### config.mk
export PLATFORM = sky130hd
export DESIGN_NAME = acc_add_unit
export DESIGN_NICKNAME = d
export VERILOG_FILES = /design/src/rtl/acc_add_pkg.sv /design/src/rtl/acc_add_alu.sv /design/src/rtl/acc_add_seq.sv /design/src/rtl/acc_add_ovc.sv /design/src/rtl/acc_add_unit.sv
export SDC_FILE = /design/constraint.sdc
export NUM_CORES = 1
export LEC_CHECK = 0
export BUFFER_PORTS_ARGS = -buffer_cell sky130_fd_sc_hd__buf_4
export CORE_ASPECT_RATIO = 0.6
export CORE_UTILIZATION = 42
export DETAILED_ROUTE_END_ITERATION = 6
export GPL_ROUTABILITY_DRIVEN = 0
export GPL_TIMING_DRIVEN = 0
export PLACE_DENSITY = 0.62
export SLEW_MARGIN = 15
export SYNTH_ARGS = -nofsm -noshare
export SYNTH_HDL_FRONTEND = slang
export SYNTH_SLANG_ARGS = --single-unit
### constraint.sdc
create_clock -name clk -period 1.9 [get_ports clk]
set_input_delay 0.38 -clock clk [delete_from_list [all_inputs] [get_ports clk]]
set_output_delay 0.38 -clock clk [all_outputs]
set_load 0.01 [all_outputs]
### src/rtl/acc_add_pkg.sv
package acc_add_pkg;
  typedef enum logic {
    OP_ADD  = 1'b0,
    OP_ADDC = 1'b1
  } add_op_e;

  typedef struct packed {
    logic z;
    logic n;
    logic c;
    logic v;
  } flags_t;
endpackage

### src/rtl/acc_add_alu.sv
module acc_add_alu #(
  parameter int DATA_W = 32
) (
  input  logic [DATA_W-1:0] acc_i,
  input  logic [DATA_W-1:0] opnd_i,
  input  logic              cin_i,
  output logic [DATA_W-1:0] sum_o,
  output logic              carry_o,
  output logic              ovf_o,
  output logic              zero_o,
  output logic              neg_o
);
  localparam int MSB = DATA_W - 1;

  logic [DATA_W:0] wide;

  always_comb begin
    wide    = {1'b0, acc_i} + {1'b0, opnd_i} + {{DATA_W{1'b0}}, cin_i};
    sum_o   = wide[MSB:0];
    carry_o = wide[DATA_W];
    ovf_o   = (acc_i[MSB] == opnd_i[MSB]) && (wide[MSB] != acc_i[MSB]);
    zero_o  = (wide[MSB:0] == '0);
    neg_o   = wide[MSB];
  end
endmodule

### src/rtl/acc_add_seq.sv
module acc_add_seq
  import acc_add_pkg::*;
#(
  parameter int RPT_W = 8
) (
  input  logic             clk,
  input  logic             rst_n,
  input  logic             start_i,
  input  add_op_e          op_i,
  input  logic [RPT_W-1:0] rpt_i,
  input  logic             opnd_vld_i,
  output logic             busy_o,
  output logic             done_o,
  output logic             accept_o,
  output add_op_e          op_o
);
  logic             busy_q, busy_d;
  logic             done_q, done_d;
  logic [RPT_W-1:0] rem_q, rem_d;
  add_op_e          op_q, op_d;
  logic             rem_en;

  always_comb begin
    busy_d   = busy_q;
    done_d   = 1'b0;
    rem_d    = rem_q;
    op_d     = op_q;
    rem_en   = 1'b0;
    accept_o = busy_q & opnd_vld_i;
    if (!busy_q && start_i) begin
      busy_d = 1'b1;
      rem_d  = rpt_i;
      op_d   = op_i;
      rem_en = 1'b1;
    end else if (accept_o) begin
      if (rem_q == '0) begin
        busy_d = 1'b0;
        done_d = 1'b1;
      end else begin
        rem_d  = rem_q - 1'b1;
        rem_en = 1'b1;
      end
    end
  end

  always_ff @(posedge clk or negedge rst_n) begin
    if (!rst_n) begin
      busy_q <= 1'b0;
      done_q <= 1'b0;
      rem_q  <= '0;
      op_q   <= OP_ADD;
    end else begin
      busy_q <= busy_d;
      done_q <= done_d;
      if (rem_en) begin
        rem_q <= rem_d;
        op_q  <= op_d;
      end
    end
  end

  assign busy_o = busy_q;
  assign done_o = done_q;
  assign op_o   = op_q;
endmodule

### src/rtl/acc_add_ovc.sv
module acc_add_ovc #(
  parameter int CNT_W = 6
) (
  input  logic             clk,
  input  logic             rst_n,
  input  logic             clr_i,
  input  logic             inc_i,
  output logic [CNT_W-1:0] cnt_o
);
  logic [CNT_W-1:0] cnt_q, cnt_d;
  logic             cnt_en;

  always_comb begin
    cnt_en = clr_i | inc_i;
    cnt_d  = clr_i ? '0 : cnt_q + 1'b1;
  end

  always_ff @(posedge clk or negedge rst_n) begin
    if (!rst_n)      cnt_q <= '0;
    else if (cnt_en) cnt_q <= cnt_d;
  end

  assign cnt_o = cnt_q;
endmodule

### src/rtl/acc_add_unit.sv
module acc_add_unit
  import acc_add_pkg::*;
#(
  parameter int DATA_W = 32,
  parameter int CNT_W  = 6,
  parameter int RPT_W  = 8
) (
  input  logic              clk,
  input  logic              rst_n,
  input  logic              start_i,
  input  logic              op_i,
  input  logic [RPT_W-1:0]  rpt_i,
  input  logic [DATA_W-1:0] opnd_i,
  input  logic              opnd_vld_i,
  input  logic              cnt_clr_i,
  output logic [DATA_W-1:0] acc_o,
  output logic              z_o,
  output logic              n_o,
  output logic              c_o,
  output logic              v_o,
  output logic [CNT_W-1:0]  carry_cnt_o,
  output logic              busy_o,
  output logic              done_o
);
  logic [1:0]        rst_sync_q;
  logic              rst_n_s;
  logic              accept;
  add_op_e           op_act;
  logic [DATA_W-1:0] acc_q, acc_d;
  flags_t            flg_q, flg_d;
  logic [DATA_W-1:0] sum;
  logic              alu_carry, alu_ovf, alu_zero, alu_neg;
  logic              cin;

  // reset: asynchronous assert, synchronous release
  always_ff @(posedge clk or negedge rst_n) begin
    if (!rst_n) rst_sync_q <= 2'b00;
    else        rst_sync_q <= {rst_sync_q[0], 1'b1};
  end
  assign rst_n_s = rst_sync_q[1];

  acc_add_seq #(.RPT_W(RPT_W)) u_seq (
    .clk        (clk),
    .rst_n      (rst_n_s),
    .start_i    (start_i),
    .op_i       (add_op_e'(op_i)),
    .rpt_i      (rpt_i),
    .opnd_vld_i (opnd_vld_i),
    .busy_o     (busy_o),
    .done_o     (done_o),
    .accept_o   (accept),
    .op_o       (op_act)
  );

  assign cin = (op_act == OP_ADDC) & flg_q.c;

  acc_add_alu #(.DATA_W(DATA_W)) u_alu (
    .acc_i   (acc_q),
    .opnd_i  (opnd_i),
    .cin_i   (cin),
    .sum_o   (sum),
    .carry_o (alu_carry),
    .ovf_o   (alu_ovf),
    .zero_o  (alu_zero),
    .neg_o   (alu_neg)
  );

  acc_add_ovc #(.CNT_W(CNT_W)) u_ovc (
    .clk   (clk),
    .rst_n (rst_n_s),
    .clr_i (cnt_clr_i),
    .inc_i (accept & alu_carry),
    .cnt_o (carry_cnt_o)
  );

  always_comb begin
    acc_d   = sum;
    flg_d.z = alu_zero;
    flg_d.n = alu_neg;
    flg_d.c = alu_carry;
    flg_d.v = flg_q.v | alu_ovf;
  end

  always_ff @(posedge clk or negedge rst_n_s) begin
    if (!rst_n_s) begin
      acc_q <= '0;
      flg_q <= '{z: 1'b1, n: 1'b0, c: 1'b0, v: 1'b0};
    end else if (accept) begin
      acc_q <= acc_d;
      flg_q <= flg_d;
    end
  end

  assign acc_o = acc_q;
  assign z_o   = flg_q.z;
  assign n_o   = flg_q.n;
  assign c_o   = flg_q.c;
  assign v_o   = flg_q.v;
endmodule

## Yosys cells after proc, flatten, opt, wreduce, memory -nomap -nowiden

Index checks and enable logic that the tools add are counted.

- Add/subtract/negate cells: 4
- Reduce and logical (&&, ||, !) cells: 10
- Bitwise gates (word level): 5
- Mux-type cells: 13
- Equal/unequal tests: 3

Operators by type and width:

| kind | count |
|---|---|
| 32-bit by 32-bit adder with 33-bit output | 1 |
| 33-bit by 1-bit adder with 33-bit output | 1 |
| 32-bit logical NOT | 1 |
| 8-bit 2-to-1 mux | 3 |
| 1-bit 2-to-1 mux | 9 |
| 8-bit logical NOT | 1 |
| 8-bit by 1-bit subtractor with 8-bit output (second input constant) | 1 |
| 6-bit by 1-bit adder with 6-bit output (second input constant) | 1 |
| 6-bit 2-to-1 mux | 1 |
| 2-bit AND reduction | 2 |
| 2-bit nonzero test | 2 |
| 1-bit bitwise AND | 3 |
| 3-bit AND reduction | 1 |
| 1-bit logical AND | 2 |
| 2-bit by 1-bit inequality test with 1-bit output (second input constant) | 1 |
| 1-bit OR | 2 |
| 1-bit == test | 1 |
| 1-bit logical NOT | 1 |
| 1-bit inequality test | 1 |

- Register bits after elaboration: 55
- Bits of input ports: 46
- Output and inout bits: 44
- Word-level logic and storage cells: 46

## Longest topological paths before layout

- Word-level depth: 5
- Depth in mapped cells: 13
- Gate-level depth less buffers: 13

## Hierarchy

Synthesis repeated with hierarchy kept, for this count alone.

- Cells, all modules: 442
- Area total of the unflattened synthesis: 4334.2 um^2

By module, submodules not included:

| module | sequential area each (um^2) | cells an instance | area each (um^2) | times used |
|---|---|---|---|---|
| acc_add_alu | 0.0 | 269 | 1870.5 | 1 |
| acc_add_unit | 952.2 | 81 | 1541.5 | 1 |
| acc_add_seq | 275.3 | 68 | 653.1 | 1 |
| acc_add_ovc | 150.1 | 24 | 269.0 | 1 |

## Least setup slack after synthesis

No wires, ideal clock.

- Path type: register to register
- From: register flg_q, in the netlist c_o
- To: register flg_q, in the netlist z_o
- Path buffers: 0
- Library setup time: 0.061 ns
- Path slack: -1.778 ns
- Period minus slack after synthesis: 3.678 ns
- Cell stages (with the launch flop): 14
- Required time: 1.839 ns
- Arrival time: 3.616 ns
- Cells stage by stage: dfrtp_1 > and2_1 > fa_1 > fa_1 > a21o_1 > a221o_1 > a21oi_2 > o21bai_2 > nor4b_1 > or3_1 > or4b_1 > nor4_1 > nand4_1 > nand2_1

- Word-level cells in the longest chain between the ends: 3

RTL lines:

| what | RTL line | text |
|---|---|---|
| from (decl) | acc_add_unit.sv:30 | `flags_t flg_q, flg_d;` |
| from (signal assigned) | acc_add_unit.sv:87 | `flg_q <= '{z: 1'b1, n: 1'b0, c: 1'b0, v: 1'b0};` |
| from (signal assigned) | acc_add_unit.sv:90 | `flg_q <= flg_d;` |
| 1-bit bitwise AND | acc_add_unit.sv:55 | `assign cin = (op_act == OP_ADDC) & flg_q.c;` |
| 33-bit by 1-bit adder with 33-bit output | acc_add_alu.sv:18 | `wide = {1'b0, acc_i} + {1'b0, opnd_i} + {{DATA_W{1'b0}}, cin_i};` |
| 32-bit logical NOT | acc_add_alu.sv:22 | `zero_o = (wide[MSB:0] == '0);` |

Every way passes these cells.
A chain may end at the register's enable or synchronous reset.

## Final worst setup path

Same ends and word-level chain as after synthesis.

==> metrics.cfg <==
[floorplan]
die_w_um=129
row_count=27
core_area_mm2=0.00929
start_util_pct=44.0
die_h_um=78.4
ios=90
die_area_mm2=0.0101

[flow_run]
cap_viol_max_count=0

[detailed_routing]
dr.pass1.iters=5
drtIter0Drc=348
wire_per_inst_um=17.7
antenna_left=0
drcViolationCount=0
wirelength_um=13100
dr_total_vias=4239
routed_via_density=5.76

[logic_synthesis]
synth-seq-cells=54
yosysSeqAreaShare_pct=33.1
netlist_instances=478
syn-cell-area_mm2=0.00408
synthMuxAreaShare_pct=3.19
synth_xor_area_share_pct=6.43
synth.distinct_cells=58
yosys.area.top_type_share_pct=32.5
synth_edf_count=0
synthTopCellsByArea=dfrtp_1 (32%), ha_1 (10%), nand2_1 (6.4%)
yosys_warnings=0
synth_top_family_by_area=compound AO/OA/AOI/OAI gates
synth_nets=560
synth-main-ff-cell=dfrtp_1
syn_area_per_cell_um2=8.54
synth_top_area_cell=dfrtp_1
synth_simple_gate_area_share_pct=19.7
synthAdderAreaFrac_pct=11.4
synth-compound-area-share_pct=23.0
async_flop_share_pct=100

[critical_path]
cp_max_fo=3
rrSetupSlack_ps=-1850
path_class=reg2reg
cp-startpoint=c_o
worst_setup_path_end_kind=flip-flop
regToRegEndpoint=z_o
critPathMaxStageDelay_ps=510
startpoint_type=flip-flop
r2r_cells=14
reg2reg_from=c_o
worstPathCellList=and2_4, fa_2, fa_2, a21o_1, a221o_1, a21oi_4, buf_12, o21bai_4, nor4b_4, or3_4, or4b_4, nor4_4, nand4_1, nand2_1
cp_common_cell=fa_2
cp.required_ps=2150
crit_path_top_delay_cell=or4b_4
cp.arrival_ps=4000

[timing]
slew_headroom_pct=52.0
skew_ps=9.14
setup_viol=46
clock.fmax_ghz=0.266
hold_viol=0
fin_crit_ps=3750
tightestPinTransition_ps=720
period_share_pct=198
setup_tns_ps=-38980
fin_ws_ps=-1850
final_max_slew_viol_count=0
rsz0062_at_grt=yes

[layout]
n_antenna_cell=0
fill_cells=802
syn2layout_area_growth_pct=45.3
drive_gt1_share_pct=37.1
finalNetCount=687

[power_and_ir_drop]
p_leak_uw=0.00262
ir_drop_mv=0.889
power_density_mw_per_mm2=1850
finalPower_uw=11000

[clocking]
cts_max_path_buffers=2
clock-sinks=54
htree_num_levels=2
root_buffer=clkbuf_16
clkTransAtPathRegs_ps=80
cts_tree=yes
clk-insertion-delay-late_ps=310
cts_made_buffers=5

[status]
failed_checks=negative setup slack
status=complete, but fails checks

[placement]
dpl.hpwl_um=9200
pre_cts_ws_ps=-2070
port_buffers=89

[worst_hold_path]
holdPathStages=2
hold_path.startpoint=cnt_clr_i
holdPathEnd=u_ovc.cnt_o[1]
hold_class=in2reg

[global_routing]
grt_pass1_vias=4009
grt_max_degree=53
grtUsageTotal_pct=26.3
antenna_found_initial=0
overflow=0
grt_first_pass_wirelength_um=20300

[cells in the final DEF, fill, tap and decap left out, types with 4 or more instances in the layout]
cell	instances
ha_1	30
and3_1	5
o21a_1	4
buf_4	114
nand2_1	68
mux2i_1	4
xor2_1	8
nor2_1	22
mux2_2	6
nor2_2	4
o21ai_0	12
xnor2_2	5
a21o_1	13
clkbuf_1	14
o21ai_1	25
a21oi_2	4
o211ai_1	6
dfrtp_1	52
nor3_1	7
o21ai_2	5
clkbuf_16	5
xor2_2	5
and4_1	4
nand4_1	11
nand3_1	10
buf_6	5
xnor2_1	8
inv_1	9
a21oi_1	29
[sequential cells by signal, indices dropped and copies added (netlist names)]
signal,count
acc_o,31
u_seq.rem_q,8
z_o,1
c_o,1
n_o,1
u_seq.busy_o,1
u_seq.done_o,1
rst_sync_q,2
u_seq.op_o,1
u_ovc.cnt_o,6
v_o,1
[cell families after synthesis]
family / after synthesis
other: 1
adder cells (fa/ha/maj): 36
AND/OR/NAND/NOR: 168
buffers and inverters: 31
multiplexers: 12
AO/OA/AOI/OAI: 146
flip-flops: 54
XOR/XNOR: 30
[report_power, final]
part | leakage (uW) | total, uW | internal (uW) | switching [uW]
sequential | 0.000653 | 2090 | 1630 | 466
clock | 0.0000748 | 992 | 503 | 489
combinational | 0.00190 | 7870 | 3670 | 4200
[synth_stat cells (4+ instances only)]
cell       n
o31ai_1    5
o21ai_0   43
mux2i_1    4
a211oi_1   6
a21oi_1   34
clkbuf_1  17
nand3_1   13
dfrtp_1   53
xnor2_1   15
and3_1     5
nor4_1     6
and2_1     5
nor2_1    28
and4_1     4
mux2_2     8
a21o_1    14
buf_2      4
o21a_1     5
ha_1      34
nor3_1    10
inv_1      9
o211ai_1   6
nand4_1   11
xor2_1    15
a31oi_1    5
nand2_1   70
[per-layer routing]
metal  global-route usage, %  up-vias  wire length (um)
met2                    37.5      158              5510
met1                    39.1     2045              6520
met3                    6.20       20               833
met4                    7.29        0               200
met5                       0        -                 0
li1                        -     2016                 -
[worst max-delay path, delay by kind of cell, from the launching register on]
family,cells,cell delay (ps)
simple gates,7,1550
compound gates,4,850
fa+ha+maj,2,760
flops,1,380
buf+inv,1,130
[repair_timing]
item                       CTS  global route
hold buffers                 1             0
setup endpoints to repair   44            47
gates cloned                 0             0
setup buffers               21            10
pin swaps                   24            28
gates resized for setup     49            57
hold endpoints to repair     2             0
[how the worst max path moves through the flow]
stage                     end  slack, ps  cells past startpoint
after floorplan           z_o      -1650                     13
after global placement    z_o      -2080                     13
after detailed placement  z_o      -2070                     13
after CTS                 z_o      -1830                     13
after global routing      z_o      -1950                     14
final                     z_o      -1850                     14
[layout make-up]
| class | count | area, um^2 | share of cell area [%] |
|---|---|---|---|
| tap | 130 | 163 | 2.74 |
| timing repair buffer | 121 | 955 | 16.1 |
| inverter | 9 | 33.8 | 0.569 |
| multi-input combinational | 393 | 3170 | 53.5 |
| sequential | 54 | 1360 | 22.9 |
| buffer | 21 | 103 | 1.73 |
| clock inverter | 3 | 26.3 | 0.443 |
| clock buffer | 5 | 125 | 2.11 |
[metrics by stage]
step / cell area [um^2] / hold slack (ps) / cells / utilization [%]
floorplan: 4200 / 84.4 / 478 / -
global placement: 5030 / 163 / 697 / 54.1
detailed placement: 5030 / 165 / 697 / 54.2
CTS: 5570 / 268 / 726 / 60.0
global route: 5930 / 273 / 736 / 63.9
finish: 5930 / 275 / 736 / 63.9
Note: power is estimated with default switching activity, not from simulation.
